## src/rtl/cc_pair_pkg.sv

```systemverilog
package cc_pair_pkg;
  localparam int NCH = 2;

  typedef struct packed {
    logic       modeB;
    logic       modeA;
    logic [1:0] edgeSel;
  } chanCfg_t;

  typedef struct packed {
    logic           tick;
    logic           wrap;
    logic           apply;
    logic           buffered;
    logic [NCH-1:0] valWr;
    logic [NCH-1:0] flagClr;
  } strobe_t;
endpackage

```

## src/rtl/cc_pair_ctrl.sv

```systemverilog
module cc_pair_ctrl
  import cc_pair_pkg::*;
#(
  parameter int W  = 16,
  parameter int AW = 3
) (
  input  logic                    clk,
  input  logic                    rstN,
  input  logic [AW-1:0]           busAddr,
  input  logic                    busWrEn,
  input  logic                    busRdEn,
  input  logic [W-1:0]            busWrData,
  output logic [W-1:0]            busRdData,
  input  logic [NCH-1:0][W-1:0]   valQ,
  input  logic [NCH-1:0]          flagQ,
  output strobe_t                 stb,
  output chanCfg_t [NCH-1:0]      actCfg,
  output logic [W-1:0]            count
);
  localparam logic [AW-1:0] ADDR_CTL  = AW'(0);
  localparam logic [AW-1:0] ADDR_CNT  = AW'(1);
  localparam logic [AW-1:0] ADDR_MOD  = AW'(2);
  localparam logic [AW-1:0] ADDR_C0   = AW'(3);
  localparam logic [AW-1:0] ADDR_V0   = AW'(4);
  localparam logic [AW-1:0] ADDR_C1   = AW'(5);
  localparam logic [AW-1:0] ADDR_V1   = AW'(6);
  localparam int FLAG_BIT = 7;

  logic halt, hold;
  logic [W-1:0] modulus;
  chanCfg_t [NCH-1:0] pendCfg;
  logic [NCH-1:0] armed, rdHit;
  logic ch1Open;

  assign ch1Open = !actCfg[0].modeB;

  always_comb begin
    stb.tick     = !halt && !hold;
    stb.wrap     = stb.tick && (count >= modulus);
    stb.apply    = halt && hold;
    stb.buffered = actCfg[0].modeB;
    stb.valWr[0] = busWrEn && busAddr == ADDR_V0;
    stb.valWr[1] = busWrEn && busAddr == ADDR_V1;
    rdHit[0]     = busRdEn && busAddr == ADDR_C0;
    rdHit[1]     = busRdEn && busAddr == ADDR_C1 && ch1Open;
    stb.flagClr[0] = busWrEn && busAddr == ADDR_C0 && !busWrData[FLAG_BIT] && armed[0];
    stb.flagClr[1] = busWrEn && busAddr == ADDR_C1 && !busWrData[FLAG_BIT] && armed[1] && ch1Open;
  end

  always_comb begin
    busRdData = '0;
    case (busAddr)
      ADDR_CTL: busRdData = W'({hold, halt});
      ADDR_CNT: busRdData = count;
      ADDR_MOD: busRdData = modulus;
      ADDR_C0:  begin busRdData[3:0] = pendCfg[0]; busRdData[FLAG_BIT] = flagQ[0]; end
      ADDR_V0:  busRdData = valQ[0];
      ADDR_C1:  if (ch1Open) begin busRdData[3:0] = pendCfg[1]; busRdData[FLAG_BIT] = flagQ[1]; end
      ADDR_V1:  busRdData = valQ[1];
      default:  busRdData = '0;
    endcase
  end

  always_ff @(posedge clk or negedge rstN) begin
    if (!rstN) begin
      halt    <= 1'b0;
      hold    <= 1'b0;
      modulus <= '1;
      count   <= '0;
      pendCfg <= '0;
      actCfg  <= '0;
      armed   <= '0;
    end else begin
      if (hold) count <= '0;
      else if (!halt) count <= (count >= modulus) ? '0 : count + 1'b1;
      if (stb.apply) actCfg <= pendCfg;
      if (busWrEn) begin
        case (busAddr)
          ADDR_CTL: {hold, halt} <= busWrData[1:0];
          ADDR_MOD: modulus <= busWrData;
          ADDR_C0:  pendCfg[0] <= busWrData[3:0];
          ADDR_C1:  if (ch1Open) pendCfg[1] <= busWrData[3:0];
          default: ;
        endcase
      end
      for (int c = 0; c < NCH; c++) begin
        if (stb.flagClr[c]) armed[c] <= 1'b0;
        else if (rdHit[c] && flagQ[c]) armed[c] <= 1'b1;
      end
    end
  end

  assert_mode_hold_R9: assert property (@(posedge clk) disable iff (!rstN)
    !(halt && hold) |=> $stable(actCfg));
  assert_ch1_locked_R6: assert property (@(posedge clk) disable iff (!rstN)
    (busWrEn && busAddr == ADDR_C1 && actCfg[0].modeB) |=> $stable(pendCfg[1]));
  assert_wrap_zero_R1: assert property (@(posedge clk) disable iff (!rstN)
    stb.wrap |=> (count == '0));
endmodule

```

## src/rtl/cc_pair_dp.sv

```systemverilog
module cc_pair_dp
  import cc_pair_pkg::*;
#(
  parameter int W = 16
) (
  input  logic                  clk,
  input  logic                  rstN,
  input  strobe_t               stb,
  input  chanCfg_t [NCH-1:0]    actCfg,
  input  logic [W-1:0]          count,
  input  logic [W-1:0]          wrData,
  input  logic [NCH-1:0]        pinIn,
  input  logic [NCH-1:0]        portOut,
  input  logic [NCH-1:0]        portOe,
  output logic [NCH-1:0][W-1:0] valQ,
  output logic [NCH-1:0]        flagQ,
  output logic [NCH-1:0]        pinOut,
  output logic [NCH-1:0]        pinOe
);
  logic [NCH-1:0] matchEvt;
  logic bufSel;

  always_ff @(posedge clk or negedge rstN) begin
    if (!rstN) bufSel <= 1'b0;
    else if (stb.apply) bufSel <= 1'b0;
    else if (stb.buffered && matchEvt[0]) bufSel <= !bufSel;
  end

  for (genvar i = 0; i < NCH; i++) begin : g_ch
    logic syncA, syncB, prevB, rise, fall;
    logic active, modeBEff, isCap, isCmp, capEvt, level, flagR;
    logic [W-1:0] valR, target;

    assign active   = (i == 0) || !stb.buffered;
    assign modeBEff = (i == 0) ? actCfg[i].modeB : 1'b0;
    assign isCap    = active && !actCfg[i].modeA && !modeBEff;
    assign isCmp    = active && (actCfg[i].modeA || modeBEff);
    assign rise     = syncB && !prevB;
    assign fall     = !syncB && prevB;
    assign capEvt   = isCap && ((actCfg[i].edgeSel[0] && rise) || (actCfg[i].edgeSel[1] && fall));
    if (i == 0) begin : g_buf
      assign target = (stb.buffered && bufSel) ? valQ[1] : valR;
    end else begin : g_plain
      assign target = valR;
    end
    assign matchEvt[i] = isCmp && stb.tick && (count == target);

    always_ff @(posedge clk or negedge rstN) begin
      if (!rstN) begin
        syncA <= 1'b0; syncB <= 1'b0; prevB <= 1'b0;
        valR <= '0; flagR <= 1'b0; level <= 1'b1;
      end else begin
        syncA <= pinIn[i];
        syncB <= syncA;
        prevB <= syncB;
        if (capEvt) valR <= count;
        else if (stb.valWr[i]) valR <= wrData;
        if (capEvt || matchEvt[i]) flagR <= 1'b1;
        else if (stb.flagClr[i]) flagR <= 1'b0;
        if (actCfg[i].edgeSel == 2'b00) level <= !actCfg[i].modeA;
        else if (isCmp) begin
          if (stb.wrap && actCfg[i].edgeSel[1]) level <= !actCfg[i].edgeSel[0];
          else if (matchEvt[i]) begin
            case (actCfg[i].edgeSel)
              2'b01:   level <= !level;
              2'b10:   level <= 1'b0;
              default: level <= 1'b1;
            endcase
          end
        end
      end
    end

    always_comb begin
      if (isCmp && actCfg[i].edgeSel != 2'b00) begin
        pinOe[i] = 1'b1; pinOut[i] = level;
      end else if (isCap && actCfg[i].edgeSel != 2'b00) begin
        pinOe[i] = 1'b0; pinOut[i] = 1'b0;
      end else begin
        pinOe[i] = portOe[i]; pinOut[i] = portOut[i];
      end
    end

    assign valQ[i]  = valR;
    assign flagQ[i] = flagR;

    assert_capture_latch_R3: assert property (@(posedge clk) disable iff (!rstN)
      capEvt |=> (valQ[i] == $past(count) && flagQ[i]));
  end

  assert_ch1_port_R6: assert property (@(posedge clk) disable iff (!rstN)
    stb.buffered |-> (pinOe[1] == portOe[1] && pinOut[1] == portOut[1] && !matchEvt[1]));
endmodule

```

## src/rtl/cc_pair_timer.sv

```systemverilog
module cc_pair_timer
  import cc_pair_pkg::*;
#(
  parameter int W  = 16,
  parameter int AW = 3
) (
  input  logic          clk,
  input  logic          rstN,
  input  logic [AW-1:0] busAddr,
  input  logic          busWrEn,
  input  logic          busRdEn,
  input  logic [W-1:0]  busWrData,
  output logic [W-1:0]  busRdData,
  input  logic [1:0]    pinIn,
  input  logic [1:0]    portOut,
  input  logic [1:0]    portOe,
  output logic [1:0]    pinOut,
  output logic [1:0]    pinOe,
  output logic [1:0]    chanFlag
);
  strobe_t stb;
  chanCfg_t [NCH-1:0] actCfg;
  logic [W-1:0] count;
  logic [NCH-1:0][W-1:0] valQ;

  cc_pair_ctrl #(.W(W), .AW(AW)) u_ctrl (
    .clk(clk), .rstN(rstN), .busAddr(busAddr), .busWrEn(busWrEn), .busRdEn(busRdEn),
    .busWrData(busWrData), .busRdData(busRdData), .valQ(valQ), .flagQ(chanFlag),
    .stb(stb), .actCfg(actCfg), .count(count));

  cc_pair_dp #(.W(W)) u_dp (
    .clk(clk), .rstN(rstN), .stb(stb), .actCfg(actCfg), .count(count),
    .wrData(busWrData), .pinIn(pinIn), .portOut(portOut), .portOe(portOe),
    .valQ(valQ), .flagQ(chanFlag), .pinOut(pinOut), .pinOe(pinOe));
endmodule

```

## config.mk

```make
export PLATFORM = sky130hd
export DESIGN_NAME = cc_pair_timer
export DESIGN_NICKNAME = d
export VERILOG_FILES = /design/src/rtl/cc_pair_pkg.sv /design/src/rtl/cc_pair_ctrl.sv /design/src/rtl/cc_pair_dp.sv /design/src/rtl/cc_pair_timer.sv
export SDC_FILE = /design/constraint.sdc
export NUM_CORES = 1
export LEC_CHECK = 0
export ABC_CLOCK_PERIOD_IN_PS = 3000
export BUFFER_PORTS_ARGS = -buffer_cell sky130_fd_sc_hd__buf_4
export CELL_PAD_IN_SITES_DETAIL_PLACEMENT = 2
export CELL_PAD_IN_SITES_GLOBAL_PLACEMENT = 2
export CORE_MARGIN = 5
export CORE_UTILIZATION = 30
export DETAILED_ROUTE_END_ITERATION = 7
export GPL_TIMING_DRIVEN = 0
export PLACE_DENSITY_LB_ADDON = 0.1
export SLEW_MARGIN = 20
export SYNTH_ARGS = -nofsm -noshare
export SYNTH_HDL_FRONTEND = slang
export SYNTH_SLANG_ARGS = --single-unit
```

## constraint.sdc

```tcl
create_clock -name clk -period 3 [get_ports clk]
set_input_delay 0.3 -clock clk [delete_from_list [all_inputs] [get_ports clk]]
set_output_delay 0.3 -clock clk [all_outputs]
set_load 0.03 [all_outputs]
```

==> impl_metrics.tcl, run 1 <==
set metrics [dict create \
    ys_seq_elements 94 \
    num-fill-cells 2195 \
    criticalPathCategory "input port to primary output" \
    grt_util_all_layers_pct 21.91 \
    antenna_found_initial 0 \
    syn-num-nets 690 \
    fmax_ghz 0.3506 \
    grt_pass1_wl_microns 36780 \
    register_area_sq_mm 0.002375 \
    die_height_microns 150.5 \
    vias_per_cell 5.447 \
    cp_max_fo 10 \
    root_buffer "clkbuf_16" \
    path_delay_family "buffers and inverters" \
    diodes 0 \
    route.detailed.drc 0 \
    fin_hold_ws_ns 0.02549 \
    htree_levels 3 \
    start_util_pct 30.44 \
    hold_class "input port to asynchronous set/reset pin" \
    slew_violations 0 \
    synth_warnings 0 \
    overflow 0 \
    gp_congestion 0.8168 \
    clock_insertion_delay_worst_skew_ns 0.36 \
    syn_avg_cell_area_sq_um 9.199 \
    area_delta_synth_final_pct 17.36 \
    power_density_mw_per_mm2 808.2 \
    postRouteAntennaNets 0 \
    clk_pin_slew_worst_paths_ns 0.07 \
    worstPathArrival_ns 2.55 \
    finalCriticalPeriod_ns 2.852 \
    cap_violations 0 \
    final_util_pct 35.72 \
    ir_worst_vdd_uv 230.5 \
    dp_hpwl_microns 17820 \
    setup_viol 0 \
    power.leakage_nw 3.017 \
    worst_slack_ns 0.1479 \
    rsz0062_at_grt "no" \
    ys_seq_area_share_pct 40.08 \
    finalNetCount 749 \
    endpoint_kind "primary output" \
    fin_skew_ns 0.008796 \
    finalWirelength_microns 24020 \
    placementRows 51 \
    numPortBuffers 48 \
    max_stage_delay_ns 0.73 \
    synth-edff-count 0 \
    layout_commonest_cell "nand2_1" \
    worst-path-buf-inv 4 \
    drtIter0Drc 185 \
    hold_viol_final 0 \
    io_pins 51 \
    synth_area_sq_mm 0.005924 \
    via_count 5300 \
    post-route-period-util_pct 95.07 \
    setup-tns-final_ns 0 \
    synth.distinct_cells 60 \
    drive_gt1_share_pct 19.35 \
    status "finished, final reports clean" \
    grt_pass1_vias 5860 \
    cp_data_required_time_ns 2.70 \
    avgRoutedWirePerCell_microns 24.68 \
    final_cell_mix "nand2_1 (81), dfrtp_1 (76), o21ai_0 (73)" \
    cpMaxStageDelayCell "buf_1" \
    cts_tree "built" \
    fin_area_sq_mm 0.006953 \
    dr.pass1.iters 6 \
    cp_cell_sequence "clkbuf_1 > buf_1 > buf_2 > a22oi_1 > o21ai_0 > buf_4" \
    place_ws_ns -0.06873 \
    grt_max_degree 95 \
    core_area_sq_mm 0.01946 \
    cts_buffers 9 \
    worst_pin_slew_ns 1.128 \
    clk_path_buf_depth 2 \
    ys_async_sr_fraction_pct 100.0 \
    cts.sinks 94 \
    hold_buffers 0 \
    max_slew_margin_pct 24.20 \
    die_x_microns 150.5 \
    cts_setup_buffers 0 \
    synth_ff_type "dfrtp_1" \
    syn_inst 644 \
    crit_path_start_kind "input port" \
    multi_input_area_sq_mm 0.003247 \
    dieArea_sq_mm 0.02266 \
    placed_area_sq_mm 0.006620 \
]
Yosys cell counts (5+ instances only):
master | n | area (sq um)
nor2_1 | 21 | 78.83
nand2b_1 | 9 | 56.30
nand3b_1 | 5 | 37.54
buf_4 | 6 | 45.04
a21oi_1 | 14 | 70.07
nand2_1 | 81 | 304.0
o22ai_1 | 10 | 62.56
mux2i_1 | 48 | 480.5
dfrtp_1 | 76 | 1902
nor4_1 | 5 | 31.28
inv_1 | 26 | 97.59
nor2b_1 | 17 | 106.4
xor2_1 | 15 | 131.4
mux2_2 | 23 | 259.0
o21ai_0 | 73 | 365.4
a22o_1 | 9 | 78.83
a21o_1 | 9 | 67.56
nand3_1 | 13 | 65.06
clkbuf_1 | 26 | 97.59
a31oi_1 | 8 | 50.05
ha_1 | 17 | 212.7
dfstp_2 | 18 | 473.0
nand4_1 | 5 | 31.28
a22oi_1 | 16 | 120.1
nor3_1 | 16 | 80.08
buf_2 | 15 | 75.07
xnor2_1 | 12 | 105.1
cell type report:
type	instances	area share [%]
buffer	50	3.401
clock buffer	11	3.491
clock inverter	5	0.8458
inverter	26	1.404
multi-input combinational	474	46.70
sequential	94	34.16
tap	265	4.769
timing repair buffer	48	5.237
worst register-to-register path: cells and delay by family, from the launching register on:
kind	cells	cell delay, ns
compound gates	4	1.15
fa+ha+maj	1	0.31
buf+inv	2	0.40
flops	1	0.52
simple gates	2	0.42
logic make-up after synthesis:
family,Yosys count,share of synthesized area (%)
muxes,71,12.48
adders and majority gates,17,3.590
and+or+nand+nor,188,15.48
xor gates and xnor gates,27,3.992
buffers and inverters,76,5.639
DFF,94,40.08
AOI/OAI and AO/OA,171,18.73
where the power goes:
part	leakage [nW]	switching, mW	total [mW]	internal (mW)
Combinational	1.72	1.29	2.21	0.916
Clock	0.142	0.547	1.22	0.671
Sequential	1.15	0.473	2.19	1.72
Total	3.02	2.31	5.62	3.31
registers in the layout (all words and copies together), names as in the netlist:
signal            count
u_ctrl.actCfg         7
u_ctrl.armed          2
u_ctrl.count         16
u_ctrl.halt           1
u_ctrl.hold           1
u_ctrl.modulus       16
u_ctrl.pendCfg        8
u_dp.bufSel           1
u_dp.g_ch.flagR       2
u_dp.g_ch.level       2
u_dp.g_ch.prevB       2
u_dp.g_ch.syncA       2
u_dp.g_ch.syncB       2
u_dp.g_ch.target     16
u_dp.g_ch.valR       16
routing by layer:
layer	global-route usage [%]	wire (microns)	part of all wire, %	vias to the layer above
met5	0	0	0	-
met4	6.267	446	1.9	0
met3	3.642	991	4.1	26
met2	37.41	11900	50	105
met1	28.54	10680	44	2744
li1	-	-	-	2425
per-stage QoR:
step | power, mW | cells
detailed placement | 4.415 | 957
finish | 5.619 | 973
global placement | 4.310 | 957
global route | 5.986 | 973
CTS | 5.669 | 973
floorplan | 3.544 | 644
repair_timing:
item,in CTS,in global routing
gates cloned,0,0
endpoints found under the setup margin,5,8
resized for setup,3,2
final timing paths:
| check | from | endpoint | slack [ns] | depth (start not counted) |
|---|---|---|---|---|
| max | busAddr[2] | busRdData[9] | 0.15 | 6 |
| min in group clk | pinIn[1] | u_dp.g_ch[1].syncA | 0.05 | 1 |
| max reg2reg | u_ctrl.modulus[1] | u_ctrl.count[11] | 0.15 | 9 |
| max in group asynchronous | rstN | u_ctrl.armed[1] | 2.29 | 1 |
| min | rstN | u_dp.g_ch[1].syncA | 0.03 | 1 |
| min reg2reg | u_dp.g_ch[0].syncA | u_dp.g_ch[0].syncB | 0.35 | 0 |
Power figures use the tool's default switching activity.
==> run 2: changes to the inputs <==
- BUFFER_PORTS_ARGS: -buffer_cell sky130_fd_sc_hd__buf_4 -> -buffer_cell sky130_fd_sc_hd__buf_2
==> run 2 against run 1 <==
Effect of this change: clock power fell by 6%; global-route usage shrank 0.28 points; non-clock buffer count is 2 higher; sequential power is essentially flat; maximum frequency down 1.4%; via count grew 0.49%; die area did not move; sequential cell count stayed put; total power fell by 2.2%; clock-buffer cell count is 1 higher.
==> impl_metrics.tcl, run 2 (same netlist as run 1, synthesis figures left out) <==
set metrics [dict create \
    status "finished, final reports clean" \
    overflow 0 \
    cap_violations 0 \
    route.detailed.drc 0 \
    worstPathArrival_ns 2.59 \
    setup_viol 0 \
    placementRows 51 \
    cts.sinks 94 \
    avgRoutedWirePerCell_microns 24.38 \
    hold_class "input port to flop" \
    postRouteAntennaNets 0 \
    dp_hpwl_microns 17920 \
    fmax_ghz 0.3456 \
    grt_pass1_vias 5886 \
    start_util_pct 30.44 \
    clk_pin_slew_worst_paths_ns 0.07 \
    fin_cells 975 \
    io_pins 51 \
    setup-tns-final_ns 0 \
    drtIter0Drc 206 \
    max_stage_delay_ns 0.75 \
    drive_gt1_share_pct 19.58 \
    finalNetCount 751 \
    layout_commonest_cell "nand2_1" \
    cp_data_required_time_ns 2.70 \
    criticalPathCategory "input port to primary output" \
    fin_hold_ws_ns 0.04929 \
    grt_pass1_wl_microns 36600 \
    finalCriticalPeriod_ns 2.893 \
    diodes 0 \
    power.leakage_nw 2.994 \
    hold_viol_final 0 \
    grt_util_all_layers_pct 21.63 \
    clk_path_buf_depth 2 \
    dr.pass1.iters 5 \
    max_slew_margin_pct 28.24 \
    via_count 5326 \
    grt_max_degree 54 \
    die_x_microns 150.5 \
    finalWirelength_microns 23770 \
    path_common_cell "buf_2" \
    antenna_found_initial 0 \
    cts_setup_buffers 0 \
    num-fill-cells 2207 \
    clock_insertion_delay_worst_skew_ns 0.36 \
    die_height_microns 150.5 \
    cp_cell_sequence "clkbuf_1 > buf_1 > buf_2 > a22oi_1 > o21ai_0 > buf_2" \
    dp_cells 958 \
    core_area_sq_mm 0.01946 \
    endpoint_kind "primary output" \
    fin_skew_ns 0.005581 \
    numPortBuffers 48 \
    crit_path_start_kind "input port" \
    worst_pin_slew_ns 1.068 \
    dieArea_sq_mm 0.02266 \
    cpMaxStageDelayCell "buf_1" \
    htree_levels 3 \
    ir_worst_vdd_uv 261.8 \
    gp_congestion 0.8243 \
    root_buffer "clkbuf_16" \
    slew_violations 0 \
    final_cell_mix "nand2_1 (81), dfrtp_1 (76), o21ai_0 (73)" \
    power_density_mw_per_mm2 802.4 \
    vias_per_cell 5.463 \
    area_delta_synth_final_pct 15.63 \
    cts_tree "built" \
    rsz0062_at_grt "no" \
    cts_buffers 9 \
    post-route-period-util_pct 96.44 \
    cp_max_fo 10 \
]
## run 2: cell types whose count changed in the layout (fill, tap and decap cells not counted), sizes merged
cell / delta
clkinvlp: -1
clkbuf: +1
dlygate4sd3: +1
bufinv: -1
clkinv: +1
buf: +1
## run 2: path summary, 6_finish.rpt
path / start / end / slack (ns) / cells past startpoint
hold reg to reg: u_dp.g_ch[0].syncA / u_dp.g_ch[0].syncB / 0.35 / 0
setup reg to reg: u_ctrl.modulus[13] / u_ctrl.count[11] / 0.14 / 9
max in group asynchronous: rstN / u_ctrl.modulus[8] / 1.87 / 3
min in group asynchronous: rstN / u_dp.g_ch[1].syncA / 0.43 / 2
setup / recovery: busAddr[2] / busRdData[9] / 0.11 / 6
hold / removal: pinIn[0] / u_dp.g_ch[0].syncA / 0.05 / 1
## run 2: worst max-delay path, delay by kind of cell
family	cells	cell delay, ns
AO/OA/AOI/OAI	2	0.48
buffers and inverters	4	1.79
## run 2: final cells by class
class,count,area [sq um],share of cell area [%]
clock buffers,12,256.5,3.744
clock inverters,4,22.52,0.3288
repair buffers,50,284.0,4.146
multi-input cells,474,3247,47.40
plain buffers,50,236.5,3.452
well taps,265,331.6,4.840
inverters,26,97.59,1.425
flip-flops and latches,94,2375,34.67
## run 2: repair_timing
action                                  4_1_cts  5_1_grt
hold endpoints to repair                     32        0
endpoints found under the setup margin        4        9
cloned                                        0        0
resized for setup                             3        2
hold buffers                                  1        0
## run 2: through the flow
step / cell area (sq um) / utilization [%] / setup slack, ns / total power, mW
floorplan: 5924 / - / 0.6662 / 3.544
global placement: 6496 / 33.38 / -0.07543 / 4.248
detailed placement: 6530 / 33.55 / -0.08788 / 4.354
CTS: 6839 / 35.14 / 0.04604 / 5.535
global route: 6850 / 35.20 / 0.01255 / 5.831
finish: 6850 / 35.20 / 0.1067 / 5.497
## run 2: metal layers
| metal | share of wire [%] | up-vias | track usage (%) |
|---|---|---|---|
| met5 | 0 | - | 0 |
| met4 | 1.9 | 0 | 5.855 |
| met3 | 2.8 | 25 | 2.769 |
| met2 | 50 | 80 | 37.61 |
| met1 | 46 | 2798 | 28.26 |
| li1 | - | 2423 | - |
## run 2: power by group
part	switching (mW)	total [mW]	internal [mW]	leakage [nW]
clock	0.541	1.15	0.605	0.138
combinational	1.29	2.15	0.863	1.70
sequential	0.477	2.20	1.72	1.15
total	2.31	5.50	3.19	2.99
